## config.mk

```make
export PLATFORM = sky130hd
export DESIGN_NAME = flash_done_det
export DESIGN_NICKNAME = d
export VERILOG_FILES = /design/src/rtl/fdd_pkg.sv /design/src/rtl/fdd_status_cmp.sv /design/src/rtl/fdd_wait_timer.sv /design/src/rtl/fdd_iter_ctr.sv /design/src/rtl/flash_done_det.sv
export SDC_FILE = /design/constraint.sdc
export NUM_CORES = 1
export LEC_CHECK = 0
export ABC_AREA = 1
export BUFFER_PORTS_ARGS = -buffer_cell sky130_fd_sc_hd__buf_2
export CAP_MARGIN = 10
export CORE_ASPECT_RATIO = 1.25
export CORE_MARGIN = 2
export CORE_UTILIZATION = 52
export CTS_CLUSTER_DIAMETER = 100
export CTS_CLUSTER_SIZE = 40
export DETAILED_ROUTE_END_ITERATION = 8
export GPL_TIMING_DRIVEN = 0
export HOLD_SLACK_MARGIN = 0.05
export PLACE_DENSITY = 0.76
export SETUP_SLACK_MARGIN = 0.4
export SLEW_MARGIN = 0
export SYNTH_ARGS = -nofsm -noshare
export SYNTH_HDL_FRONTEND = slang
export SYNTH_SLANG_ARGS = --single-unit
export TNS_END_PERCENT = 1
```

## constraint.sdc

```tcl
create_clock -name clk -period 1.4 [get_ports clk]
set_input_delay 0.14 -clock clk [delete_from_list [all_inputs] [get_ports clk]]
set_output_delay 0.14 -clock clk [all_outputs]
set_load 0.1 [all_outputs]
```

## src/rtl/fdd_pkg.sv

```systemverilog
package fdd_pkg;

  typedef enum logic {
    MODE_TOGGLE = 1'b0,
    MODE_POLL   = 1'b1
  } fdd_mode_e;

  typedef enum logic [1:0] {
    ST_IDLE = 2'd0,
    ST_READ = 2'd1,
    ST_WAIT = 2'd2
  } fdd_state_e;

endpackage

```

## src/rtl/fdd_status_cmp.sv

```systemverilog
module fdd_status_cmp
  import fdd_pkg::*;
#(
  parameter int DATA_W     = 8,
  parameter int TOGGLE_BIT = 6,
  parameter int POLL_BIT   = 7
) (
  input  fdd_mode_e         mode,
  input  logic [DATA_W-1:0] rdata,
  input  logic              prev_bit,
  input  logic              exp_bit,
  output logic              sample_bit,
  output logic              match
);

  logic tog_bit;
  logic pol_bit;
  logic unused_rdata;

  assign tog_bit      = rdata[TOGGLE_BIT];
  assign pol_bit      = rdata[POLL_BIT];
  assign unused_rdata = ^rdata;

  always_comb begin
    if (mode == MODE_TOGGLE) begin
      sample_bit = tog_bit;
      match      = (tog_bit == prev_bit);
    end else begin
      sample_bit = pol_bit;
      match      = (pol_bit == exp_bit);
    end
  end

endmodule

```

## src/rtl/fdd_wait_timer.sv

```systemverilog
module fdd_wait_timer #(
  parameter int CLK_PER_US = 50,
  parameter int WAIT_US    = 8000
) (
  input  logic clk,
  input  logic rst_n,
  input  logic arm,
  output logic expired
);

  generate
    if (WAIT_US == 0 || CLK_PER_US == 0) begin : g_none
      always_ff @(posedge clk or negedge rst_n) begin
        if (!rst_n) expired <= 1'b0;
        else        expired <= arm;
      end
    end else begin : g_cnt
      localparam int PRE_W = (CLK_PER_US > 1) ? $clog2(CLK_PER_US) : 1;
      localparam int US_W  = (WAIT_US > 1) ? $clog2(WAIT_US) : 1;

      logic             busy_q;
      logic [PRE_W-1:0] pre_q;
      logic [US_W-1:0]  us_q;
      logic             pre_last;
      logic             us_last;

      assign pre_last = (pre_q == PRE_W'(CLK_PER_US - 1));
      assign us_last  = (us_q == US_W'(WAIT_US - 1));

      always_ff @(posedge clk or negedge rst_n) begin
        if (!rst_n) begin
          busy_q  <= 1'b0;
          pre_q   <= '0;
          us_q    <= '0;
          expired <= 1'b0;
        end else begin
          expired <= 1'b0;
          if (arm) begin
            busy_q <= 1'b1;
            pre_q  <= '0;
            us_q   <= '0;
          end else if (busy_q) begin
            if (pre_last) begin
              pre_q <= '0;
              if (us_last) begin
                busy_q  <= 1'b0;
                expired <= 1'b1;
              end else begin
                us_q <= us_q + 1'b1;
              end
            end else begin
              pre_q <= pre_q + 1'b1;
            end
          end
        end
      end
    end
  endgenerate

endmodule

```

## src/rtl/fdd_iter_ctr.sv

```systemverilog
module fdd_iter_ctr #(
  parameter int MAX_ITER  = 32'h0FFF_FFFF,
  parameter int WARN_ITER = 32'h0010_0000
) (
  input  logic clk,
  input  logic rst_n,
  input  logic clr,
  input  logic inc,
  output logic at_limit,
  output logic over_warn
);

  localparam int ITER_W = $clog2(MAX_ITER + 1);

  logic [ITER_W-1:0] cnt_q;

  // this comparison is the MAX_ITER-th one
  assign at_limit  = (cnt_q == ITER_W'(MAX_ITER - 1));
  // this comparison brings the total above WARN_ITER
  assign over_warn = (cnt_q >= ITER_W'(WARN_ITER));

  always_ff @(posedge clk or negedge rst_n) begin
    if (!rst_n)   cnt_q <= '0;
    else if (clr) cnt_q <= '0;
    else if (inc) cnt_q <= cnt_q + 1'b1;
  end

endmodule

```

## src/rtl/flash_done_det.sv

```systemverilog
module flash_done_det
  import fdd_pkg::*;
#(
  parameter int ADDR_W       = 16,
  parameter int DATA_W       = 8,
  parameter int TOGGLE_BIT   = 6,
  parameter int POLL_BIT     = 7,
  parameter int MAX_ITER     = 32'h0FFF_FFFF,
  parameter int WARN_ITER    = 32'h0010_0000,
  parameter int CLK_PER_US   = 50,
  parameter int SLOW_WAIT_US = 8000
) (
  input  logic              clk,
  input  logic              rst_n,
  input  logic              start,
  input  logic              start_poll,
  input  logic              start_erase,
  input  logic [ADDR_W-1:0] start_addr,
  input  logic [DATA_W-1:0] start_data,
  output logic              rd_req,
  output logic [ADDR_W-1:0] rd_addr,
  input  logic              rd_rvalid,
  input  logic [DATA_W-1:0] rd_rdata,
  output logic              done,
  output logic              timeout,
  output logic              warn
);

  fdd_state_e        st_q, st_d;
  fdd_mode_e         mode_q;
  logic              erase_q;
  logic [ADDR_W-1:0] addr_q;
  logic              exp_q;
  logic              prev_q;
  logic              first_q;

  logic accept, resp, compare;
  logic sample_bit, match;
  logic fin_ok, fin_to, go_on;
  logic need_wait, arm, expired;
  logic at_limit, over_warn;
  logic unused_data;

  assign unused_data = ^start_data;

  assign accept    = start && (st_q == ST_IDLE);
  assign resp      = (st_q == ST_READ) && rd_rvalid;
  assign compare   = resp && !first_q;
  assign fin_ok    = compare && match;
  assign fin_to    = compare && !match && at_limit;
  assign go_on     = resp && !fin_ok && !fin_to;
  assign need_wait = (mode_q == MODE_TOGGLE) && erase_q;
  assign arm       = go_on && need_wait;

  fdd_status_cmp #(
    .DATA_W    (DATA_W),
    .TOGGLE_BIT(TOGGLE_BIT),
    .POLL_BIT  (POLL_BIT)
  ) u_cmp (
    .mode      (mode_q),
    .rdata     (rd_rdata),
    .prev_bit  (prev_q),
    .exp_bit   (exp_q),
    .sample_bit(sample_bit),
    .match     (match)
  );

  fdd_iter_ctr #(
    .MAX_ITER (MAX_ITER),
    .WARN_ITER(WARN_ITER)
  ) u_iter (
    .clk      (clk),
    .rst_n    (rst_n),
    .clr      (accept),
    .inc      (compare),
    .at_limit (at_limit),
    .over_warn(over_warn)
  );

  fdd_wait_timer #(
    .CLK_PER_US(CLK_PER_US),
    .WAIT_US   (SLOW_WAIT_US)
  ) u_wait (
    .clk    (clk),
    .rst_n  (rst_n),
    .arm    (arm),
    .expired(expired)
  );

  always_comb begin
    st_d = st_q;
    unique case (st_q)
      ST_IDLE: if (accept) st_d = ST_READ;
      ST_READ: begin
        if (fin_ok || fin_to) st_d = ST_IDLE;
        else if (go_on)       st_d = need_wait ? ST_WAIT : ST_READ;
      end
      ST_WAIT: if (expired) st_d = ST_READ;
      default: st_d = ST_IDLE;
    endcase
  end

  always_ff @(posedge clk or negedge rst_n) begin
    if (!rst_n) begin
      st_q    <= ST_IDLE;
      mode_q  <= MODE_TOGGLE;
      erase_q <= 1'b0;
      addr_q  <= '0;
      exp_q   <= 1'b0;
      prev_q  <= 1'b0;
      first_q <= 1'b0;
      done    <= 1'b0;
      timeout <= 1'b0;
      warn    <= 1'b0;
    end else begin
      st_q    <= st_d;
      done    <= fin_ok;
      timeout <= fin_to;
      warn    <= (fin_ok || fin_to) && over_warn;
      if (accept) begin
        mode_q  <= start_poll ? MODE_POLL : MODE_TOGGLE;
        erase_q <= start_erase;
        addr_q  <= (!start_poll && start_erase) ? '0 : start_addr;
        exp_q   <= start_data[POLL_BIT];
        first_q <= !start_poll;
      end else if (go_on) begin
        prev_q  <= sample_bit;
        first_q <= 1'b0;
      end
    end
  end

  assign rd_req  = (st_q == ST_READ);
  assign rd_addr = addr_q;

endmodule

```

Word level (Yosys, flattened, before mapping)
Cells that the tools add are included.

Word-level logic and storage cells: 87. Input bits: 38. Bits in registers: 75.

Add/subtract/negate cells: 3. $lt $le $gt $ge: 1. Multiplexer cells: 29. Equal/unequal tests: 11. Reduce and logical (&&, ||, !) cells: 26. Bitwise gates (word level): 2.

Operators by type and width (count): $mux W28 (2); $mux W13 (4); $add A28 B1 Y28 const B (1); $eq A28 B28 Y1 const B (1); $ge A28 B21 Y1 const B (1); $mux W6 (3); $mux W16 (1); $add A13 B1 Y13 const B (1); $eq A13 B13 Y1 const B (1); $mux W1 (13); $logic_and A1 B1 Y1 (12); $mux W2 (5); $reduce_bool A2 Y1 (4); $add A6 B1 Y6 const B (1); $eq A6 B6 Y1 const B (1); $pmux W2 S3 (1); $reduce_and A3 Y1 (2); $logic_not A1 Y1 (5); $ne A2 B2 Y1 const B (2); $ne A3 B1 Y1 const B (1); $eq A1 B1 Y1 (2); $eq A2 B1 Y1 const B (1); $eq A2 B2 Y1 const B (1); $logic_not A2 Y1 (1); other kinds (4) (5).

Logic depth before layout (Yosys ltp)
Gate-level depths: netlist of the first run.

Depth after elaboration: 10. Depth in mapped cells: 11. Depth with buffers taken out: 11.

Modules after synthesis
From an unflattened synthesis of the first run, not the netlist that was laid out.

Cell total of the unflattened synthesis: 552. Area, all modules: 4112.7 um2.

By module, submodules not included: fdd_iter_ctr (area each 1710.4 um2, cells each 245, times used 1); fdd_wait_timer (area each 1251.2 um2, cells each 164, times used 1); flash_done_det (area each 1094.8 um2, cells each 129, times used 1); fdd_status_cmp (area each 56.3 um2, cells each 14, times used 1).

Least setup slack after synthesis of the first run
Ideal clock, no wire load.

Kind: flip-flop to flip-flop. From: register u_wait.g_cnt.us_q[0]. To: register u_wait.g_cnt.us_q[0]. Path buffers: 0. Path slack: -0.169 ns. Library setup time: 0.114 ns. Stages on the path, launching flop included: 10. Data arrival time: 1.455 ns. Cell sequence: dfrtp_1 > ha_1 > nand3_1 > nor2_2 > nand3_1 > nand2_4 > inv_2 > or2_0 > nand3_1 > inv_1.

Word-level cells in the longest chain between the ends: 5. Elaborated cells on any way between the ends: 8. Classes of those cells: add/sub (1); eq/ne (2); mux (4); reduce/logical (1).

Ends and longest elaborated chain: start, declared (line fdd_wait_timer.sv:23) `logic [US_W-1:0] us_q;`; start signal, assigned (line fdd_wait_timer.sv:49) `us_q <= us_q + 1'b1;`; $add A13 B1 Y13 (line fdd_wait_timer.sv:49); $mux W13 (line fdd_wait_timer.sv:45) `if (us_last) begin`; $mux W13 (line fdd_wait_timer.sv:43) `if (pre_last) begin`; $mux W13 (line fdd_wait_timer.sv:42) `end else if (busy_q) begin`; $mux W13 (line fdd_wait_timer.sv:38) `if (arm) begin`.

Several ways; a longest one is shown, not always the timed one. The select of a mux whose other input is x is not followed. A chain may end at the register's enable or synchronous reset.

Worst setup path after layout of the first run
From: register u_iter.cnt_q[0]. To: register u_iter.cnt_q[15].

Word-level cells in the longest chain between the ends: 3.

Ends and longest elaborated chain: start, declared (line fdd_iter_ctr.sv:15) `logic [ITER_W-1:0] cnt_q;`; start signal, assigned (line fdd_iter_ctr.sv:25) `else if (inc) cnt_q <= cnt_q + 1'b1;`; $add A28 B1 Y28 (line fdd_iter_ctr.sv:25); $mux W28 (line fdd_iter_ctr.sv:25); $mux W28 (line fdd_iter_ctr.sv:24) `else if (clr) cnt_q <= '0;`.

No other way between the ends. The select of a mux whose other input is x is not followed.

==> results of run 1 <==
==> layout by cell type, fill, tap and decap left out, drive strengths merged, types with 16 or more instances in the layout <==
cell         synthesis  layout
dlygate4sd3          0      17
nand4               16      16
dfrtp               75      75
buf                  7      59
clkbuf               7      19
inv                 75      75
o21ai               20      20
nor2                67      67
nand2              184     184
nand3               86      86
nor3                16      16
==> sequential cells by signal, indices dropped and copies added, names as in the netlist <==
name	count
erase_q	1
done	1
u_wait.g_cnt.pre_q	6
u_wait.g_cnt.us_q	13
first_q	1
timeout	1
rd_addr	16
mode_q	1
warn	1
u_wait.g_cnt.busy_q	1
st_q	2
exp_q	1
u_iter.cnt_q	28
prev_q	1
u_wait.expired	1
==> metrics by stage <==
step | cells | setup TNS [ns] | total power [mW] | utilization, %
2_1_floorplan | 591 | -1.33 | 6.51 | -
3_3_place_gp | 730 | -39.12 | 7.32 | 59.2
3_5_place_dp | 731 | -16.46 | 7.43 | 59.5
4_1_cts | 768 | -9.07 | 10.2 | 69.7
5_1_grt | 769 | -14.81 | 10.9 | 70.4
6_report | 769 | -8.50 | 10.3 | 70.4
==> cell type report <==
cell class,count,area (um^2)
multi-input cells,426,2190
plain buffers,14,114
well taps,95,119
repair buffers,68,774
fillers,658,2330
clock buffers,13,169
clock inverters,2,10.0
inverters,76,295
flip-flops and latches,75,1880
==> critical path, stage by stage, from the launching register on <==
cell     delay, ns
dfrtp_2       0.44
buf_12        0.12
nand3_1       0.23
nor3_2        0.36
nand3_1       0.16
xnor2_1       0.17
nand3_1       0.10
nand2_1       0.08
==> repair_timing <==
item | 4_1_cts | 5_1_grt
hold buffers | 17 | 0
endpoints found under the hold margin | 53 | 0
pin swaps | 7 | 2
setup endpoints to repair | 95 | 102
buffers inserted | 5 | 1
gates resized for setup | 116 | 17
==> per-layer routing <==
metal | GRT usage [%] | vias to the layer above | wire length, um
met5 | 0 | - | 0
met4 | 8.50 | 0 | 239
met3 | 3.76 | 20 | 321
met2 | 47.3 | 86 | 5890
met1 | 33.8 | 1923 | 4810
li1 | - | 2031 | -
==> path summary, 6_finish.rpt <==
kind / end / slack, ns / cells after the start
setup / recovery: u_iter.cnt_q[15] / -0.31 / 7
hold / removal: rd_addr[11] / 0.08 / 3
setup reg to reg: u_iter.cnt_q[15] / -0.31 / 7
hold reg to reg: u_iter.cnt_q[10] / 0.50 / 1
max in group asynchronous: u_iter.cnt_q[1] / 0.62 / 3
min in group asynchronous: u_wait.g_cnt.us_q[8] / 0.24 / 2
==> report_power, final <==
part / internal (mW) / switching, mW
clock: 0.776 / 0.779
sequential: 2.70 / 0.603
combinational: 1.91 / 3.58
total: 5.38 / 4.96
==> cell families after synthesis <==
| logic type | after synthesis | synth area share, % |
|---|---|---|
| AO/OA/AOI/OAI | 34 | 4.33 |
| XOR/XNOR | 10 | 2.05 |
| adder cells (fa/ha/maj) | 6 | 1.76 |
| buffers and inverters | 90 | 8.67 |
| flip-flops | 75 | 43.9 |
| AND/OR/NAND/NOR | 376 | 39.3 |
==> results.json, run 1 <==
{
  "hold_violations": 0,
  "critical_path_arrival_ns": 2.00,
  "cp_max_fo": 4,
  "insertion_delay_ns": 0.35,
  "syn_area_per_cell_um2": 7.23,
  "crit_path_start": "u_iter.cnt_q[0]",
  "drt_iter0_drc": 221,
  "port_buffers": 44,
  "vias": 4060,
  "yosys_warnings": 0,
  "yosysMostFrequentCell": "nand2_1",
  "clockBufferDepth": 2,
  "cts_sinks": 75,
  "ys_top_cells_by_area": "dfrtp_1, nand2_1, nand3_1, inv_1, nor2_1",
  "path_clk_slew_ns": 0.08,
  "failed_checks": "negative setup slack",
  "ys_seq_area_share_pct": 43.9,
  "placed_cell_area_mm2": 0.00469,
  "yosysTopAreaCellShare_pct": 43.9,
  "finalHoldWorstSlack_ns": 0.0803,
  "critical_path_class": "reg2reg",
  "cts_root_buf": "clkbuf_8",
  "grt.total_usage_pct": 26.9,
  "r2r_start": "u_iter.cnt_q[0]",
  "worst_slack_ns": -0.314,
  "dp_hpwl_um": 7710,
  "die_x_um": 85.1,
  "post_drt_wl_per_cell_um": 14.6,
  "start_kind": "flop",
  "syn_inst": 591,
  "power-per-cell-area_mw_per_mm2": 1860,
  "avgViaCountPerCell": 5.28,
  "fin_skew_ns": 0.0191,
  "placementRows": 36,
  "slew_violations": 0,
  "grt_max_degree": 40,
  "pre_cts_slack_ns": -0.388,
  "drive_gt1_share_pct": 18.8,
  "timing.max_cap.violations": 0,
  "p_leak_nw": 2.71,
  "synth.distinct_cells": 37,
  "outcome": "finished with violations",
  "netlist_area_mm2": 0.00427,
  "slew-limit-headroom_pct": 71.1,
  "hp-class": "in2reg",
  "synth_edf_count": 0,
  "drt-total-wl_um": 11300,
  "hp-start": "start_addr[11]",
  "die_h_um": 105,
  "grt_setup_unrepaired": "yes",
  "grt_antenna_before_repair": 0,
  "setup_viol": 51,
  "initial_core_util_pct": 54.2,
  "cts_max_level": 3,
  "antenna_cells": 0,
  "route.detailed.drc": 0,
  "io_pins": 58,
  "async_reset_ff_share_pct": 100,
  "worstMarginPinSlew_ns": 0.433,
  "first_pass_iters": 4,
  "grt_pass1_vias": 4137,
  "grt_first_pass_wirelength_um": 19500,
  "ys_seq_elements": 75,
  "cts_tree": "built",
  "finalCritPeriodShare_pct": 122,
  "area_growth_pct": 29.9,
  "stdcell_area_mm2": 0.00555,
  "peakVddDrop_mv": 2.36,
  "synth_nets": 635,
  "end_kind": "flop",
  "numCtsBuffers": 9,
  "grt_overflow": 0,
  "gp_congestion": 0.910,
  "yosys-top-cells-count": "nand2_1, nand3_1, dfrtp_1",
  "core_region_area_mm2": 0.00788,
  "cp_data_required_time_ns": 1.68,
  "yosysTopAreaCell": "dfrtp_1",
  "layout.nets": 714,
  "die-area_mm2": 0.00896,
  "period_needed_ns": 1.71,
  "synth_flop_cell": "dfrtp_1",
  "postRouteAntennaNets": 0,
  "timing.fmax_ghz": 0.583
}
Power figures use the tool's default switching activity.
==> run 2: changes to the inputs <==
--- a/config.mk
+++ b/config.mk
@@ -8,15 +8,16 @@
 export ABC_AREA = 1
 export BUFFER_PORTS_ARGS = -buffer_cell sky130_fd_sc_hd__buf_2
 export CAP_MARGIN = 10
+export CELL_PAD_IN_SITES_DETAIL_PLACEMENT = 0
+export CELL_PAD_IN_SITES_GLOBAL_PLACEMENT = 1
 export CORE_ASPECT_RATIO = 1.25
 export CORE_MARGIN = 2
-export CORE_UTILIZATION = 52
+export CORE_UTILIZATION = 38
 export CTS_CLUSTER_DIAMETER = 100
 export CTS_CLUSTER_SIZE = 40
 export DETAILED_ROUTE_END_ITERATION = 8
-export GPL_TIMING_DRIVEN = 0
 export HOLD_SLACK_MARGIN = 0.05
-export PLACE_DENSITY = 0.76
+export PLACE_DENSITY_LB_ADDON = 0.1
 export SETUP_SLACK_MARGIN = 0.4
 export SLEW_MARGIN = 0
 export SYNTH_ARGS = -nofsm -noshare
==> run 2 against run 1 <==
Against the previous run: the flow still finishes with violations (negative setup slack); sequential share of layout area fell by 4.6 points; clock-buffer cell count shrank 1; flip-flop and latch count unchanged; utilization decreased by 12 points.
==> results.json, run 2 (synthesis results as in run 1) <==
{
  "first_pass_iters": 4,
  "cts_max_level": 3,
  "power-per-cell-area_mw_per_mm2": 1810,
  "io_pins": 58,
  "p_seq_share_pct": 27.4,
  "largest_reg_flops": 28,
  "p_leak_nw": 3.18,
  "cp_data_required_time_ns": 1.62,
  "initial_core_util_pct": 38.7,
  "clockBufferDepth": 2,
  "core_region_area_mm2": 0.0110,
  "drt_iter0_drc": 149,
  "grt_overflow": 0,
  "grt_first_pass_wirelength_um": 20400,
  "postRouteAntennaNets": 0,
  "combPwrFrac_pct": 50.5,
  "route.detailed.drc": 0,
  "critical_path_class": "reg2reg",
  "final_cells": 889,
  "worst_path_max_delay_cell": "dfrtp_1",
  "finalCritPeriodShare_pct": 110,
  "grt_setup_unrepaired": "yes",
  "timing.fmax_ghz": 0.647,
  "peakVddDrop_mv": 1.56,
  "die-area_mm2": 0.0121,
  "drive_gt1_share_pct": 29.7,
  "mostFrequentLayoutCells": "nand2_1, buf_4, nand3_1",
  "timing.max_cap.violations": 0,
  "hold_violations": 0,
  "gp_congestion": 0.838,
  "p_int_mw": 6.57,
  "hp-start": "rd_rvalid",
  "numCtsBuffers": 9,
  "cp.depth": 11,
  "insertion_delay_ns": 0.33,
  "period_needed_ns": 1.55,
  "min_path_cells": 4,
  "outcome": "finished with violations",
  "die_x_um": 98.8,
  "finalHoldWorstSlack_ns": 0.121,
  "final_common_cell": "nand2_1",
  "avgViaCountPerCell": 4.88,
  "dp_hpwl_um": 8500,
  "grt_antenna_before_repair": 0,
  "end_kind": "flop",
  "grt.total_usage_pct": 21.2,
  "power.total_mw": 11.6,
  "crit_family": "simple AND/OR/NAND/NOR gates",
  "post_drt_wl_per_cell_um": 13.5,
  "grt_max_degree": 46,
  "worstPathCellList": "buf_4 > ha_4 > nand3_2 > nor2_1 > nand2_1 > nor2_2 > nand2_2 > nand3_4 > buf_12 > nand3_1 > nand2_1",
  "worst_slack_ns": -0.146,
  "worstMarginPinSlew_ns": 0.433,
  "cp_max_fo": 14,
  "placementRows": 43,
  "p_clk_share_pct": 22.1,
  "crit_path_start": "u_iter.cnt_q[1]",
  "vias": 4337,
  "top_register": "u_iter.cnt_q",
  "slew-limit-headroom_pct": 71.1,
  "reg2regPathDepth": 11,
  "die_h_um": 123,
  "antenna_cells": 0,
  "switching_power_mw": 5.05,
  "layout.nets": 793,
  "failed_checks": "negative setup slack",
  "path_clk_slew_ns": 0.06,
  "switching_share_pct": 43.5,
  "placed_cells": 851,
  "critical_path_arrival_ns": 1.77,
  "cts_sinks": 75,
  "port_buffers": 44,
  "crit_top_cell": "nand2_1",
  "hp-class": "in2reg",
  "drt-total-wl_um": 12000,
  "cp_num_buf_inv": 2,
  "fin_skew_ns": 0.00520,
  "critPathMaxStageDelay_ns": 0.40,
  "r2r_start": "u_iter.cnt_q[1]",
  "grt_pass1_vias": 4427,
  "setup_viol": 37,
  "cts_tree": "built",
  "slew_violations": 0,
  "area_growth_pct": 50.1,
  "cts_root_buf": "clkbuf_16",
  "start_kind": "flop"
}
[run 2: cell types whose count changed in the layout (fill, tap and decap cells not counted), sizes merged]
cell         change
clkbuf           -7
clkinv           -1
dlygate4sd3      +2
clkinvlp         +1
buf             +83
bufinv           +2
[run 2: timing repair]
action                                 CTS  global route
hold buffers                            19             0
endpoints found under the hold margin   46             0
setup endpoints to repair               95            95
gates resized for setup                 91            31
pin swaps                                8             8
setup buffers                            0             3
[run 2: area by class of cell]
class,count,area [um^2]
Clock inverter,4,72.6
Sequential cell,75,1880
Multi-Input combinational cell,426,2200
Tap cell,135,169
Timing Repair Buffer,161,1550
Clock buffer,12,256
Fill cell,1018,4620
Inverter,76,288
[run 2: layer usage]
metal	vias to the layer above	wire [um]	track usage, %
li1	2196	-	-
met1	2056	4920	24.4
met2	64	6500	39.1
met3	21	344	3.82
met4	0	278	8.05
met5	-	0	0
[run 2: stage by stage]
stage / worst slack (ns) / utilization [%] / setup TNS [ns] / cell area, um^2
after floorplan: -0.0690 / - / -1.33 / 4330
after global routing: -0.259 / 58.2 / -8.60 / 6410
after detailed placement: -0.155 / 49.4 / -4.42 / 5450
final: -0.146 / 58.2 / -3.07 / 6410
after global placement: -0.142 / 49.4 / -3.34 / 5450
after CTS: -0.127 / 57.2 / -3.26 / 6300
[run 2: final timing paths]
check | slack, ns | endpoint
worst max register to register | -0.15 | u_wait.g_cnt.us_q[7]
worst max-delay path | -0.15 | u_wait.g_cnt.us_q[7]
min in group asynchronous | 0.28 | u_iter.cnt_q[10]
worst min register to register | 0.51 | u_wait.g_cnt.us_q[11]
worst min-delay path | 0.12 | st_q[0]
max in group asynchronous | 0.62 | u_iter.cnt_q[25]
[run 2: power groups by stage]
stage	Sequential, mW	Combinational (mW)	Clock [mW]
5_1_grt	3.25	6.26	2.73
3_5_place_dp	3.05	4.97	0
4_1_cts	3.17	5.82	2.64
2_1_floorplan	4.85	1.66	0
3_3_place_gp	3.03	4.91	0
6_report	3.18	5.87	2.57
[run 2: worst reg2reg max path: cells and delay by family, from the launching register on]
family | cells | cell delay, ns
flops | 1 | 0.40
buf+inv | 2 | 0.32
fa+ha+maj | 1 | 0.15
simple gates | 8 | 0.58
==> run 3: changes to the inputs <==
--- a/config.mk
+++ b/config.mk
@@ -12,7 +12,7 @@
 export CELL_PAD_IN_SITES_GLOBAL_PLACEMENT = 1
 export CORE_ASPECT_RATIO = 1.25
 export CORE_MARGIN = 2
-export CORE_UTILIZATION = 38
+export CORE_UTILIZATION = 42
 export CTS_CLUSTER_DIAMETER = 100
 export CTS_CLUSTER_SIZE = 40
 export DETAILED_ROUTE_END_ITERATION = 8
==> constraint.sdc (replaced) <==
create_clock -name clk -period 1.45 [get_ports clk]
set_input_delay 0.145 -clock clk [delete_from_list [all_inputs] [get_ports clk]]
set_output_delay 0.145 -clock clk [all_outputs]
set_load 0.1 [all_outputs]
==> run 3 against run 2 <==
Against the previous run: the flow still finishes with violations (negative setup slack); clock-buffer cell count down 2; combinational power up 2%; global-route usage grew 3.0 points; first-iteration DRC count grew 4.7%; sequential power fell by 3%; via count rose by 0.65%; hold slack worse by 0.053 ns; critical path type unchanged; clock power decreased by 12%; register-to-register slack improved by 0.04 ns.
==> results.json, run 3 (synthesis results as in run 1) <==
{
  "grt_overflow": 0,
  "numCtsBuffers": 9,
  "worstMarginPinSlew_ns": 0.547,
  "crit_top_cell": "nand2_1",
  "post_drt_wl_per_cell_um": 14.2,
  "drive_gt1_share_pct": 33.4,
  "dp_hpwl_um": 8540,
  "hp-class": "in2reg",
  "io_pins": 58,
  "die_x_um": 94.2,
  "grt_pass1_vias": 4493,
  "initial_core_util_pct": 42.7,
  "grt_first_pass_wirelength_um": 20700,
  "clockBufferDepth": 2,
  "p_seq_share_pct": 27.3,
  "fillCellCount": 868,
  "timing.max_cap.violations": 0,
  "avgViaCountPerCell": 4.92,
  "cp_max_fo": 5,
  "power-per-cell-area_mw_per_mm2": 1720,
  "cts_root_buf": "clkbuf_16",
  "peakVddDrop_mv": 2.14,
  "final_common_cell": "nand2_1",
  "critical_path_arrival_ns": 1.82,
  "cts_max_level": 3,
  "mostFrequentLayoutCells": "nand2_1, buf_4, dfrtp_1",
  "gp_congestion": 0.878,
  "critical_path_class": "reg2reg",
  "grt_max_degree": 39,
  "fin_skew_ns": 0.00781,
  "cp_data_required_time_ns": 1.72,
  "cts_tree": "built",
  "hold_violations": 0,
  "setup_viol": 25,
  "combPwrFrac_pct": 52.9,
  "first_pass_iters": 4,
  "port_buffers": 44,
  "worst_path_max_delay_cell": "dfrtp_1",
  "slew_violations": 0,
  "insertion_delay_ns": 0.34,
  "p_clk_share_pct": 19.8,
  "critPathMaxStageDelay_ns": 0.40,
  "slew-limit-headroom_pct": 63.5,
  "outcome": "finished with violations",
  "drt_iter0_drc": 156,
  "postRouteAntennaNets": 0,
  "grt.total_usage_pct": 24.2,
  "cts_sinks": 75,
  "layout.nets": 797,
  "die-area_mm2": 0.0110,
  "fin_setup_tns_ns": -1.82,
  "regArea_mm2": 0.00188,
  "reg2regPathDepth": 8,
  "min_path_cells": 3,
  "largest_reg_flops": 28,
  "p_leak_nw": 3.23,
  "multi_input_area_mm2": 0.00237,
  "worst_slack_ns": -0.105,
  "grt_antenna_before_repair": 0,
  "end_kind": "flop",
  "path_clk_slew_ns": 0.06,
  "postLayoutCoreUtil_pct": 65.9,
  "switching_power_mw": 5.08,
  "vias": 4365,
  "period_needed_ns": 1.55,
  "drt-total-wl_um": 12600,
  "core_region_area_mm2": 0.0100,
  "antenna_cells": 0,
  "pre_cts_slack_ns": -0.100,
  "p_int_mw": 6.27,
  "placementRows": 41,
  "failed_checks": "negative setup slack",
  "start_kind": "flop",
  "area_growth_pct": 54.3,
  "die_h_um": 117,
  "worstPathCellList": "ha_4 > nand3_4 > nor3_1 > and2_1 > nand2_1 > nand2_1 > nand2_1 > nor2_1",
  "grt_setup_unrepaired": "yes",
  "finalCritPeriodShare_pct": 107,
  "switching_share_pct": 44.8,
  "top_register": "u_iter.cnt_q",
  "timing.fmax_ghz": 0.643,
  "route.detailed.drc": 0
}
-- run 3: cell types whose count changed in the layout (fill, tap and decap cells not counted), moves of 3 or more --
cell / delta
buf_4: +4
nand3_2: +15
nand2_4: +3
clkinv_4: +3
nor2_4: +5
o21ai_1: +6
inv_1: +3
nand3_1: -17
inv_2: -4
o21ai_0: -7
nand2_1: -4
nor2_1: -5
-- run 3: path summary, 6_finish.rpt --
check	from	slack [ns]	end
setup / recovery	u_wait.g_cnt.us_q[1]	-0.10	u_wait.g_cnt.us_q[12]
hold / removal	start_poll	0.07	mode_q
setup reg to reg	u_wait.g_cnt.us_q[1]	-0.10	u_wait.g_cnt.us_q[12]
hold reg to reg	erase_q	0.50	erase_q
max in group asynchronous	rst_n	0.64	rd_addr[1]
min in group asynchronous	rst_n	0.25	u_iter.cnt_q[10]
-- run 3: area by class of cell --
type,instances,area share [%]
well taps,129,2.45
clock buffers,10,3.47
repair buffers,165,24.2
multi-input cells,426,36.0
flip-flops and latches,75,28.5
inverters,76,4.40
clock inverters,6,1.01
-- run 3: stage by stage --
stage / hold WS, ns / instance area (um^2) / instances / power, mW
6_report: 0.0674 / 6590 / 887 / 11.3
5_1_grt: 0.0717 / 6590 / 887 / 12.0
4_1_cts: 0.0651 / 6430 / 884 / 11.2
3_5_place_dp: 0.0716 / 5420 / 846 / 7.74
3_3_place_gp: 0.0672 / 5420 / 846 / 7.64
2_1_floorplan: -0.151 / 4330 / 591 / 6.29
-- run 3: power groups by stage --
stage / clock, mW / combinational, mW / sequential, mW
after floorplan: 0 / 1.60 / 4.69
after global placement: 0 / 4.70 / 2.93
after detailed placement: 0 / 4.78 / 2.96
after CTS: 2.30 / 5.82 / 3.08
after global routing: 2.42 / 6.38 / 3.15
final: 2.25 / 6.00 / 3.10
-- run 3: metal layers --
| metal | part of all wire [%] | wire, um | GRT usage [%] | vias to the layer above |
|---|---|---|---|---|
| met1 | 39 | 4960 | 27.5 | 2088 |
| met2 | 56 | 7090 | 45.3 | 52 |
| met4 | 2.4 | 299 | 11.1 | 0 |
| met3 | 1.7 | 219 | 2.82 | 20 |
| met5 | 0 | 0 | 0 | - |
| li1 | - | - | - | 2205 |
-- run 3: timing repair --
item | CTS | global route
gates resized for setup | 141 | 28
endpoints found under the setup margin | 95 | 95
cloned | 0 | 2
pin swaps | 50 | 23
hold endpoints to repair | 38 | 0
buffers inserted | 3 | 1
hold buffers | 19 | 0
-- run 3: critical path, delay by kind of cell, from the launching register on --
family	cells	cell delay (ns)
AND/OR/NAND/NOR	7	0.93
flip-flops	1	0.40
adder cells (fa/ha/maj)	1	0.17
